$ cat src/rtl/rstk_pkg.sv
package rstk_pkg;

    // Operation actually performed in a cycle, after the flags and the
    // request clash have been taken into account.
    typedef enum logic [1:0] {
        OP_NONE  = 2'd0,
        OP_PUSH  = 2'd1,
        OP_POP   = 2'd2,
        OP_CLASH = 2'd3
    } stk_op_e;

endpackage

$ cat src/rtl/rstk_decode.sv
module rstk_decode
    import rstk_pkg::*;
(
    input  logic    push_i,
    input  logic    pop_i,
    input  logic    full_i,
    input  logic    empty_i,
    output stk_op_e op_o
);

    always_comb begin
        op_o = OP_NONE;
        if (push_i && pop_i) begin
            op_o = OP_CLASH;
        end else if (push_i && !full_i) begin
            op_o = OP_PUSH;
        end else if (pop_i && !empty_i) begin
            op_o = OP_POP;
        end
    end

endmodule

$ cat src/rtl/rstk_ctrl.sv
module rstk_ctrl
    import rstk_pkg::*;
#(
    parameter int DEPTH = 64,
    localparam int PTR_W = $clog2(DEPTH)
) (
    input  logic             clk,
    input  logic             rst_n,
    input  stk_op_e          op_i,
    output logic             full_o,
    output logic             empty_o,
    output logic             wr_en_o,
    output logic [PTR_W-1:0] wr_addr_o,
    output logic [PTR_W-1:0] rd_addr_o
);

    localparam logic [PTR_W-1:0] PTR_LAST = PTR_W'(DEPTH - 1);
    localparam logic [PTR_W-1:0] PTR_ZERO = '0;

    typedef struct packed {
        logic [PTR_W-1:0] sp;
        logic             full;
        logic             empty;
    } ctrl_t;

    ctrl_t ctl_d, ctl_q;

    always_comb begin
        ctl_d   = ctl_q;
        wr_en_o = 1'b0;
        unique case (op_i)
            OP_PUSH: begin
                ctl_d.sp    = ctl_q.sp + PTR_W'(1);
                wr_en_o     = 1'b1;
                ctl_d.full  = (ctl_d.sp == PTR_LAST);
                ctl_d.empty = 1'b0;
            end
            OP_POP: begin
                ctl_d.sp    = ctl_q.sp - PTR_W'(1);
                ctl_d.empty = (ctl_d.sp == PTR_ZERO);
                ctl_d.full  = 1'b0;
            end
            default: begin
                ctl_d = ctl_q;
            end
        endcase
    end

    always_ff @(posedge clk or negedge rst_n) begin
        if (!rst_n) begin
            ctl_q <= '{sp: PTR_ZERO, full: 1'b0, empty: 1'b1};
        end else begin
            ctl_q <= ctl_d;
        end
    end

    assign full_o    = ctl_q.full;
    assign empty_o   = ctl_q.empty;
    assign wr_addr_o = ctl_q.sp + PTR_W'(1);
    assign rd_addr_o = ctl_q.sp;

    // the two flags exclude each other
    assert_flags_exclusive_R11: assert property (@(posedge clk) disable iff (!rst_n)
        !(full_o && empty_o));

    // empty flag agrees with the pointer at rest
    assert_empty_tracks_sp_R5: assert property (@(posedge clk) disable iff (!rst_n)
        empty_o == (ctl_q.sp == PTR_ZERO));

    // an accepted push leaves the stack non-empty
    assert_push_clears_empty_R2: assert property (@(posedge clk) disable iff (!rst_n)
        (op_i == OP_PUSH) |=> !empty_o);

    // an accepted pop leaves the stack not full
    assert_pop_clears_full_R10: assert property (@(posedge clk) disable iff (!rst_n)
        (op_i == OP_POP) |=> !full_o);

    // no accepted push while full
    assert_no_push_when_full_R6: assert property (@(posedge clk) disable iff (!rst_n)
        full_o |-> (op_i != OP_PUSH));

    // no accepted pop while empty
    assert_no_pop_when_empty_R7: assert property (@(posedge clk) disable iff (!rst_n)
        empty_o |-> (op_i != OP_POP));

    // full is reached only through a push
    assert_full_from_push_R4: assert property (@(posedge clk) disable iff (!rst_n)
        $rose(full_o) |-> ($past(op_i) == OP_PUSH));

endmodule

$ cat src/rtl/rstk_regfile.sv
module rstk_regfile #(
    parameter int DATA_W = 8,
    parameter int DEPTH  = 64,
    localparam int PTR_W = $clog2(DEPTH)
) (
    input  logic              clk,
    input  logic              wr_en_i,
    input  logic [PTR_W-1:0]  wr_addr_i,
    input  logic [DATA_W-1:0] wr_data_i,
    input  logic [PTR_W-1:0]  rd_addr_i,
    output logic [DATA_W-1:0] rd_data_o
);

    logic [DATA_W-1:0] mem_q [DEPTH];

    always_ff @(posedge clk) begin
        if (wr_en_i) begin
            mem_q[wr_addr_i] <= wr_data_i;
        end
    end

    assign rd_data_o = mem_q[rd_addr_i];

endmodule

$ cat src/rtl/reg_stack.sv
module reg_stack
    import rstk_pkg::*;
#(
    parameter int DATA_W = 8,
    parameter int DEPTH  = 64
) (
    input  logic              clk,
    input  logic              rst_n,
    input  logic              push_i,
    input  logic              pop_i,
    input  logic [DATA_W-1:0] din_i,
    output logic [DATA_W-1:0] dout_o,
    output logic              full_o,
    output logic              empty_o
);

    localparam int PTR_W = $clog2(DEPTH);

    stk_op_e           op;
    logic              wr_en;
    logic [PTR_W-1:0]  wr_addr;
    logic [PTR_W-1:0]  rd_addr;
    logic [DATA_W-1:0] rd_data;
    logic [DATA_W-1:0] dr_d, dr_q;

    rstk_decode u_decode (
        .push_i  (push_i),
        .pop_i   (pop_i),
        .full_i  (full_o),
        .empty_i (empty_o),
        .op_o    (op)
    );

    rstk_ctrl #(.DEPTH(DEPTH)) u_ctrl (
        .clk       (clk),
        .rst_n     (rst_n),
        .op_i      (op),
        .full_o    (full_o),
        .empty_o   (empty_o),
        .wr_en_o   (wr_en),
        .wr_addr_o (wr_addr),
        .rd_addr_o (rd_addr)
    );

    rstk_regfile #(.DATA_W(DATA_W), .DEPTH(DEPTH)) u_regfile (
        .clk       (clk),
        .wr_en_i   (wr_en),
        .wr_addr_i (wr_addr),
        .wr_data_i (din_i),
        .rd_addr_i (rd_addr),
        .rd_data_o (rd_data)
    );

    always_comb begin
        dr_d = dr_q;
        if (op == OP_POP) begin
            dr_d = rd_data;
        end
    end

    always_ff @(posedge clk or negedge rst_n) begin
        if (!rst_n) begin
            dr_q <= '0;
        end else begin
            dr_q <= dr_d;
        end
    end

    assign dout_o = dr_q;

    // data register holds unless a pop is accepted
    assert_dr_hold_R9: assert property (@(posedge clk) disable iff (!rst_n)
        !(pop_i && !push_i && !empty_o) |=> $stable(dout_o));

    // simultaneous requests change nothing visible
    assert_clash_noop_R8: assert property (@(posedge clk) disable iff (!rst_n)
        (push_i && pop_i) |=> ($stable(full_o) && $stable(empty_o) && $stable(dout_o)));

endmodule

$ cat config.mk
export PLATFORM = sky130hd
export DESIGN_NAME = reg_stack
export DESIGN_NICKNAME = d
export VERILOG_FILES = /design/src/rtl/rstk_pkg.sv /design/src/rtl/rstk_decode.sv /design/src/rtl/rstk_ctrl.sv /design/src/rtl/rstk_regfile.sv /design/src/rtl/reg_stack.sv
export SDC_FILE = /design/constraint.sdc
export NUM_CORES = 1
export LEC_CHECK = 0
export ABC_AREA = 0
export BUFFER_PORTS_ARGS = -buffer_cell sky130_fd_sc_hd__buf_2
export CAP_MARGIN = 25
export CORE_ASPECT_RATIO = 1.2
export CORE_MARGIN = 2
export CORE_UTILIZATION = 55
export DETAILED_ROUTE_END_ITERATION = 8
export GPL_TIMING_DRIVEN = 1
export PLACE_DENSITY = 0.71
export SKIP_LAST_GASP = 1
export SLEW_MARGIN = 20
export SYNTH_ARGS = -nofsm -noshare
export SYNTH_HDL_FRONTEND = slang
export SYNTH_SLANG_ARGS = --single-unit
$ cat constraint.sdc
create_clock -name clk -period 3.7 [get_ports clk]
set_input_delay 0.185 -clock clk [delete_from_list [all_inputs] [get_ports clk]]
set_output_delay 0.185 -clock clk [all_outputs]
set_load 0.01 [all_outputs]
; Yosys cells after proc, flatten, opt, wreduce, memory -nomap -nowiden
; Memories as Yosys holds them, arrays and structs flattened. A register that Yosys moved wholly into a read port is not among the register bits.
; Index checks and enable logic that the tools add are counted.
[totals]
regBits = 8
ram_bits = 512
input_bits = 12
out_inout_bits = 10
n_memories = 1
[op_classes]
n_addsub = 2
n_eq_ne = 3
n_mux = 7
n_reduce_logical = 8
[mem_list]
columns = memory, depth, word_bits, rd, rd_ports_with_merged_regs, write_ports, line_no
row1 = u_regfile.mem_q, 64, 8, 1, 1, 1, rstk_regfile.sv:14  ; logic [DATA_W-1:0] mem_q [DEPTH];
[ops]
columns = cell, n
row1 = $pmux W8 S2, 1
row2 = $add A6 B1 Y6 const B, 1
row3 = $eq A6 B6 Y1 const B, 1
row4 = $logic_not A6 Y1, 1
row5 = $mux W2, 3
row6 = $sub A6 B1 Y6 const B, 1
row7 = $logic_and A1 B1 Y1, 3
row8 = $logic_not A1 Y1, 3
row9 = $mux W1, 3
row10 = $eq A2 B1 Y1 const B, 1
row11 = $eq A2 B2 Y1 const B, 1
row12 = $reduce_bool A2 Y1, 1

; Depth between registers and ports, before layout
[depth]
depth_word = 9
depth_mapped = 10
mapped_depth_nobuf = 7

; Hierarchy
; A second synthesis with hierarchy kept.
[hier_totals]
hier_cells = 1019
hier_area_um2 = 21012.7
[by_module_without_submodules]
columns = mod, n_inst, cells_each, area_each_um2, seq_area_each_um2
row1 = rstk_regfile, 1, 932, 20006.7, 15374.7
row2 = rstk_ctrl, 1, 65, 643.1, 201.4
row3 = reg_stack, 1, 18, 345.3, 200.2
row4 = rstk_decode, 1, 4, 17.5, 0.0

; Worst setup path before layout
; Ideal clock, no wire load.
[synth_path]
path_type = flip-flop to flip-flop
startpoint = reg u_ctrl.ctl_q, in the netlist u_ctrl.rd_addr_o[0]
endpoint = mem u_regfile.mem_q[52][0] (enable)
setup_time_ps = 371
t_arrival_ps = 2386
setup_slack_ps = 944
path_stages_with_launch = 11
path_buffers = 5
synth_period_minus_slack_ps = 2756
cell_sequence = dfrtp_1 -> buf_6 -> buf_6 -> buf_4 -> buf_4 -> inv_2 -> ha_1 -> clkbuf_1 -> nor2_1 -> nand3_1 -> nor2_1
[synth_between]
elab_chain_len = 1
[synth_rtl]
columns = element, line_no
row1 = start: declaration, rstk_ctrl.sv:26  ; ctrl_t ctl_d, ctl_q;
row2 = start signal: assignment, rstk_ctrl.sv:51  ; ctl_q <= '{sp: PTR_ZERO, full: 1'b0, empty: 1'b1};
row3 = start signal: assignment, rstk_ctrl.sv:53  ; ctl_q <= ctl_d;
row4 = $add A6 B1 Y6, rstk_ctrl.sv:59  ; assign wr_addr_o = ctl_q.sp + PTR_W'(1);
row5 = end: declaration, rstk_regfile.sv:14
; Every way passes these cells.

; Worst setup path after layout
[layout_path]
startpoint = reg u_ctrl.ctl_q, in the netlist u_ctrl.rd_addr_o[0]
endpoint = mem u_regfile.mem_q[25][6] (enable)
; The elaborated chain is that of the path after synthesis.

==> impl_table.tex <==
\begin{tabular}{lr}
\hline
Metric & Value \\
\hline
\multicolumn{2}{l}{\textbf{Run status}} \\
\quad Status & finished, final reports clean \\
\multicolumn{2}{l}{\textbf{Floorplan}} \\
\quad Overall die width & between 150 and 200 µm \\
\quad Core Area & between 30,000 and 40,000 µm² \\
\quad Number of core rows & 78 \\
\quad Floorplan die height & 217 µm \\
\quad Effective utilization at floorplan & a little under three fifths \\
\quad Number of top-level pins & 22 \\
\quad Overall die area & between 30,000 and 40,000 µm² \\
\multicolumn{2}{l}{\textbf{Placed design}} \\
\quad Final weighted congestion in routability-driven placement & 0.947 \\
\quad Number of buffer cells added on primary ports & 21 \\
\quad HPWL reported at the end of detailed placement & between 20,000 and 30,000 µm \\
\multicolumn{2}{l}{\textbf{Critical path}} \\
\quad Ordered list of cells on the worst path & buf\_4 > nand2\_1 > o22ai\_1 > a32oi\_1 > or2\_2 > nor2\_1 \\
\quad End of the worst register-to-register path & u\_regfile.mem\_q[25][6]\$\_DFFE\_PP\_ \\
\quad Top cell family by delay on the critical path & simple AND/OR/NAND/NOR gates \\
\quad Critical-path cell with the highest stage delay & dfrtp\_4 \\
\quad Crit path capture type & register \\
\quad Launch instance of the worst register-to-register path & u\_ctrl.rd\_addr\_o[0]\$\_DFFE\_PN0P\_ \\
\quad Category of the most critical setup path & register to register \\
\quad Flop-to-flop setup slack & around 0.67 ns \\
\quad Largest fanout on the critical path & 35 \\
\quad Arrival time worst endpoint & about 3.2 ns \\
\quad Slowest stage delay, CP & a little under 0.6 ns \\
\quad Depth of the worst register-to-register path & 6 \\
\quad Kind of start point of the critical path & register \\
\quad Data required time at the worst endpoint & around 4 ns \\
\quad Buffers \& Inverters on Critical Path & 1 \\
\multicolumn{2}{l}{\textbf{Clocking}} \\
\quad Num CTS Buffers & 48 \\
\quad Clock slew seen by the registers of the worst setup and hold paths & about 0.060 ns \\
\quad Clock latency on the worst-skew pair & 0.57 ns \\
\quad Maximum buffer depth of the clock tree & 3 \\
\quad Resized Gates After CTS & 0 \\
\quad TritonCTS sink count & approximately 530 \\
\quad Clock tree from TritonCTS & done \\
\quad Clock root buffer master & clkbuf\_16 \\
\quad CTS HTree Levels & 2 \\
\multicolumn{2}{l}{\textbf{Yosys}} \\
\quad Number of flops mapped to enable cells by yosys & just over 500 \\
\quad Post-Syn Nets & roughly 1.1k \\
\quad Seq cells post-synth & approximately 530 \\
\quad Synthesized instance count & 1,051 \\
\quad Top cell type by total area after synthesis & edfxtp\_1 \\
\quad Total of warnings raised by yosys & 0 \\
\quad Share of the synthesized area in the top cell type & $\sim$74\% \\
\quad Ys async rst share & between 3 and 4\% \\
\quad Number of library cell types mapped by synthesis & 45 \\
\quad Top cells by area in the synthesized netlist & edfxtp\_1 (74\%), mux4\_2 (13\%), dfrtp\_1 (1.8\%) \\
\quad Leading register cell type out of synthesis & edfxtp\_1 \\
\quad Synthesized area & roughly 21,000 µm² \\
\quad Synthesized area per cell & approximately 20 µm² \\
\quad Sequential element share of the synthesized area & 75.8\% \\
\multicolumn{2}{l}{\textbf{Timing}} \\
\quad Setup Total Neg Slack & 0 ns \\
\quad Unrepaired setup endpoints after global routing & no \\
\quad Clock skew & approximately 0.020 ns \\
\quad Achievable clock frequency & approximately 0.33 GHz \\
\quad Slew at the pin with the worst max-slew slack & 0.816 ns \\
\quad Final setup viols & 0 \\
\quad Final clock period utilization by the worst path & 81.9\% \\
\quad Relative slew slack & $\sim$45\% \\
\quad Max-slew violations & 0 \\
\quad Final Critical Period & $\sim$3.0 ns \\
\quad Total count of hold-check failures in the final report & 0 \\
\multicolumn{2}{l}{\textbf{Routing}} \\
\quad First DRT Iteration DRCs & around 1.2k \\
\quad Number of iterations in the first detailed-routing pass & 5 \\
\quad Routed length per instance & approximately 27 µm \\
\quad Aggregate routed wire length & about 46,000 µm \\
\quad Post-detailed-route DRC marker count & 0 \\
\quad Antenna-violating nets left & 0 \\
\quad Total number of vias & 10.5k \\
\quad Vias per cell & around 6.3 \\
\multicolumn{2}{l}{\textbf{Power}} \\
\quad Lkg Pwr & 7.49 nW \\
\quad Total power & 0.0163 W \\
\quad Power per cell area & roughly 700 nW/µm² \\
\quad Max VDD drop & between 0.4 and 0.5 mV \\
\multicolumn{2}{l}{\textbf{Global routing}} \\
\quad Total global routing overflow & 0 \\
\quad Antenna violations before repair & 0 \\
\quad GRT Resource Usage Total & a little under a quarter \\
\quad First-pass GRT wire length & slightly below 70,000 µm \\
\quad Maximum number of pins on one net before global-route repair & 65 \\
\quad Via count of the first global-routing pass & around 11k \\
\multicolumn{2}{l}{\textbf{Min path}} \\
\quad Destination of the worst hold path & u\_ctrl.rd\_addr\_o[1]\$\_DFFE\_PN0P\_ \\
\quad Worst hold start & pop\_i \\
\quad Path class of the lowest-slack min-delay path & input pin to register \\
\quad Cells on Worst Hold Path & 3 \\
\multicolumn{2}{l}{\textbf{Run}} \\
\quad Maximum Capacitance Violations & 0 \\
\multicolumn{2}{l}{\textbf{Layout}} \\
\quad Growth of design area from synthesis to finish & 12.4\% \\
\quad Leading cell type in the layout, fill and taps excluded & edfxtp\_1 \\
\quad Area of all sequential standard cells & around 16,000 µm² \\
\quad Antenna cell count & 0 \\
\quad Multi-input gate area in the final layout & 4740 µm² \\
\quad Top library cells by usage in the layout, fill and taps aside & edfxtp\_1 (512), mux4\_2 (124), nor2\_1 (98) \\
\quad Layout cells sized above 1 & a little over a quarter \\
\quad Number of filler instances in the final layout & approximately 2.5k \\
\quad Post-layout net count & approximately 1.2k \\
\hline
\end{tabular}
[synth_stat cells (3+ instances only)]
cell type	count
buf_1	5
a31oi_1	3
nand4_1	3
a22oi_1	6
edfxtp_1	512
o21ai_0	7
xnor2_1	8
o211ai_1	6
nand3_1	15
mux2i_1	23
xor2_1	4
a32oi_1	7
and2_1	4
dfrtp_1	15
buf_4	6
clkbuf_1	17
nand2b_1	7
nand2_1	40
nor3_1	16
buf_2	28
a211oi_1	10
nor2_1	98
o22ai_1	30
ha_1	4
a21oi_1	8
mux4_2	124
mux2_2	6
o21ai_1	5
nor2b_1	12
[where the power goes]
group	switching, W	total, W	internal, W
Combinational	0.00256	0.00457	0.00202
Sequential	0.000334	0.00713	0.00680
Clock	0.00204	0.00459	0.00255
Total	0.00493	0.0163	0.0114
[layout make-up]
| type | count | share of cell area, % |
|---|---|---|
| timing repair buffer | 114 | 3.55 |
| tap | 480 | 2.57 |
| sequential | 528 | 67.4 |
| clock buffer | 57 | 5.37 |
| multi-input combinational | 462 | 20.3 |
| inverter | 3 | 0.0481 |
| clock inverter | 25 | 0.754 |
[cells by family (layout without fill, tap and decap cells)]
family	after synthesis	count (layout)	synth area share, %
AOI/OAI and AO/OA	86	86	2.76
xor gates and xnor gates	12	12	0.505
adders and majority gates	4	4	0.240
buffers and inverters	61	199	1.45
DFF	528	528	75.8
muxes	153	153	14.8
and+or+nand+nor	207	207	4.43
[layer usage]
layer | global-route usage, % | vias up | part of all wire (%)
met5 | 0 | - | 0
met4 | 7.53 | 0 | 2.8
met3 | 3.21 | 77 | 6.0
met2 | 40.6 | 431 | 51
met1 | 32.5 | 5506 | 40
li1 | - | 4497 | -
[worst min-delay path: stages]
cell and delay [ns]:
buf_2 0.12, and2_1 0.21, a22oi_1 0.11
[what timing repair did]
action | in CTS | in global routing
hold endpoints to repair | 16 | 0
hold buffers | 1 | 0
buffers inserted | 0 | 0
[state kept, by name, summed over array words and instances, names as in the netlist]
name and count:
dout_o 8, u_ctrl.full_o 1, u_ctrl.rd_addr_o 6, u_ctrl.empty_o 1, u_regfile.mem_q 512
[per-stage QoR]
stage | setup slack, ns | std cells | utilization, % | hold slack, ns | instance area (µm²)
2_1_floorplan | 0.944 | 1051 | - | -0.111 | 20800
3_3_place_gp | 0.704 | 1586 | 58.5 | 0.130 | 22000
3_5_place_dp | 0.629 | 1586 | 58.5 | 0.134 | 22000
4_1_cts | 0.602 | 1669 | 62.3 | 0.0807 | 23400
5_1_grt | 0.416 | 1669 | 62.3 | 0.102 | 23400
6_report | 0.671 | 1669 | 62.3 | 0.108 | 23400
[how the worst max path moves through the flow]
| stage | start | end | slack, ns | cells past startpoint |
|---|---|---|---|---|
| after global placement | u_ctrl.rd_addr_o[0]$_DFFE_PN0P_ | u_regfile.mem_q[29][2]$_DFFE_PP_ | 0.70 | 6 |
| after detailed placement | u_ctrl.rd_addr_o[0]$_DFFE_PN0P_ | u_regfile.mem_q[25][4]$_DFFE_PP_ | 0.63 | 6 |
| after CTS | u_ctrl.rd_addr_o[0]$_DFFE_PN0P_ | u_regfile.mem_q[25][2]$_DFFE_PP_ | 0.60 | 6 |
| after global routing | u_ctrl.rd_addr_o[0]$_DFFE_PN0P_ | u_regfile.mem_q[25][6]$_DFFE_PP_ | 0.42 | 6 |
| final | u_ctrl.rd_addr_o[0]$_DFFE_PN0P_ | u_regfile.mem_q[25][6]$_DFFE_PP_ | 0.67 | 6 |
| after floorplan | u_ctrl.rd_addr_o[0]$_DFFE_PN0P_ | u_regfile.mem_q[52][0]$_DFFE_PP_ | 0.94 | 10 |
(Power assumes the default switching activity.)
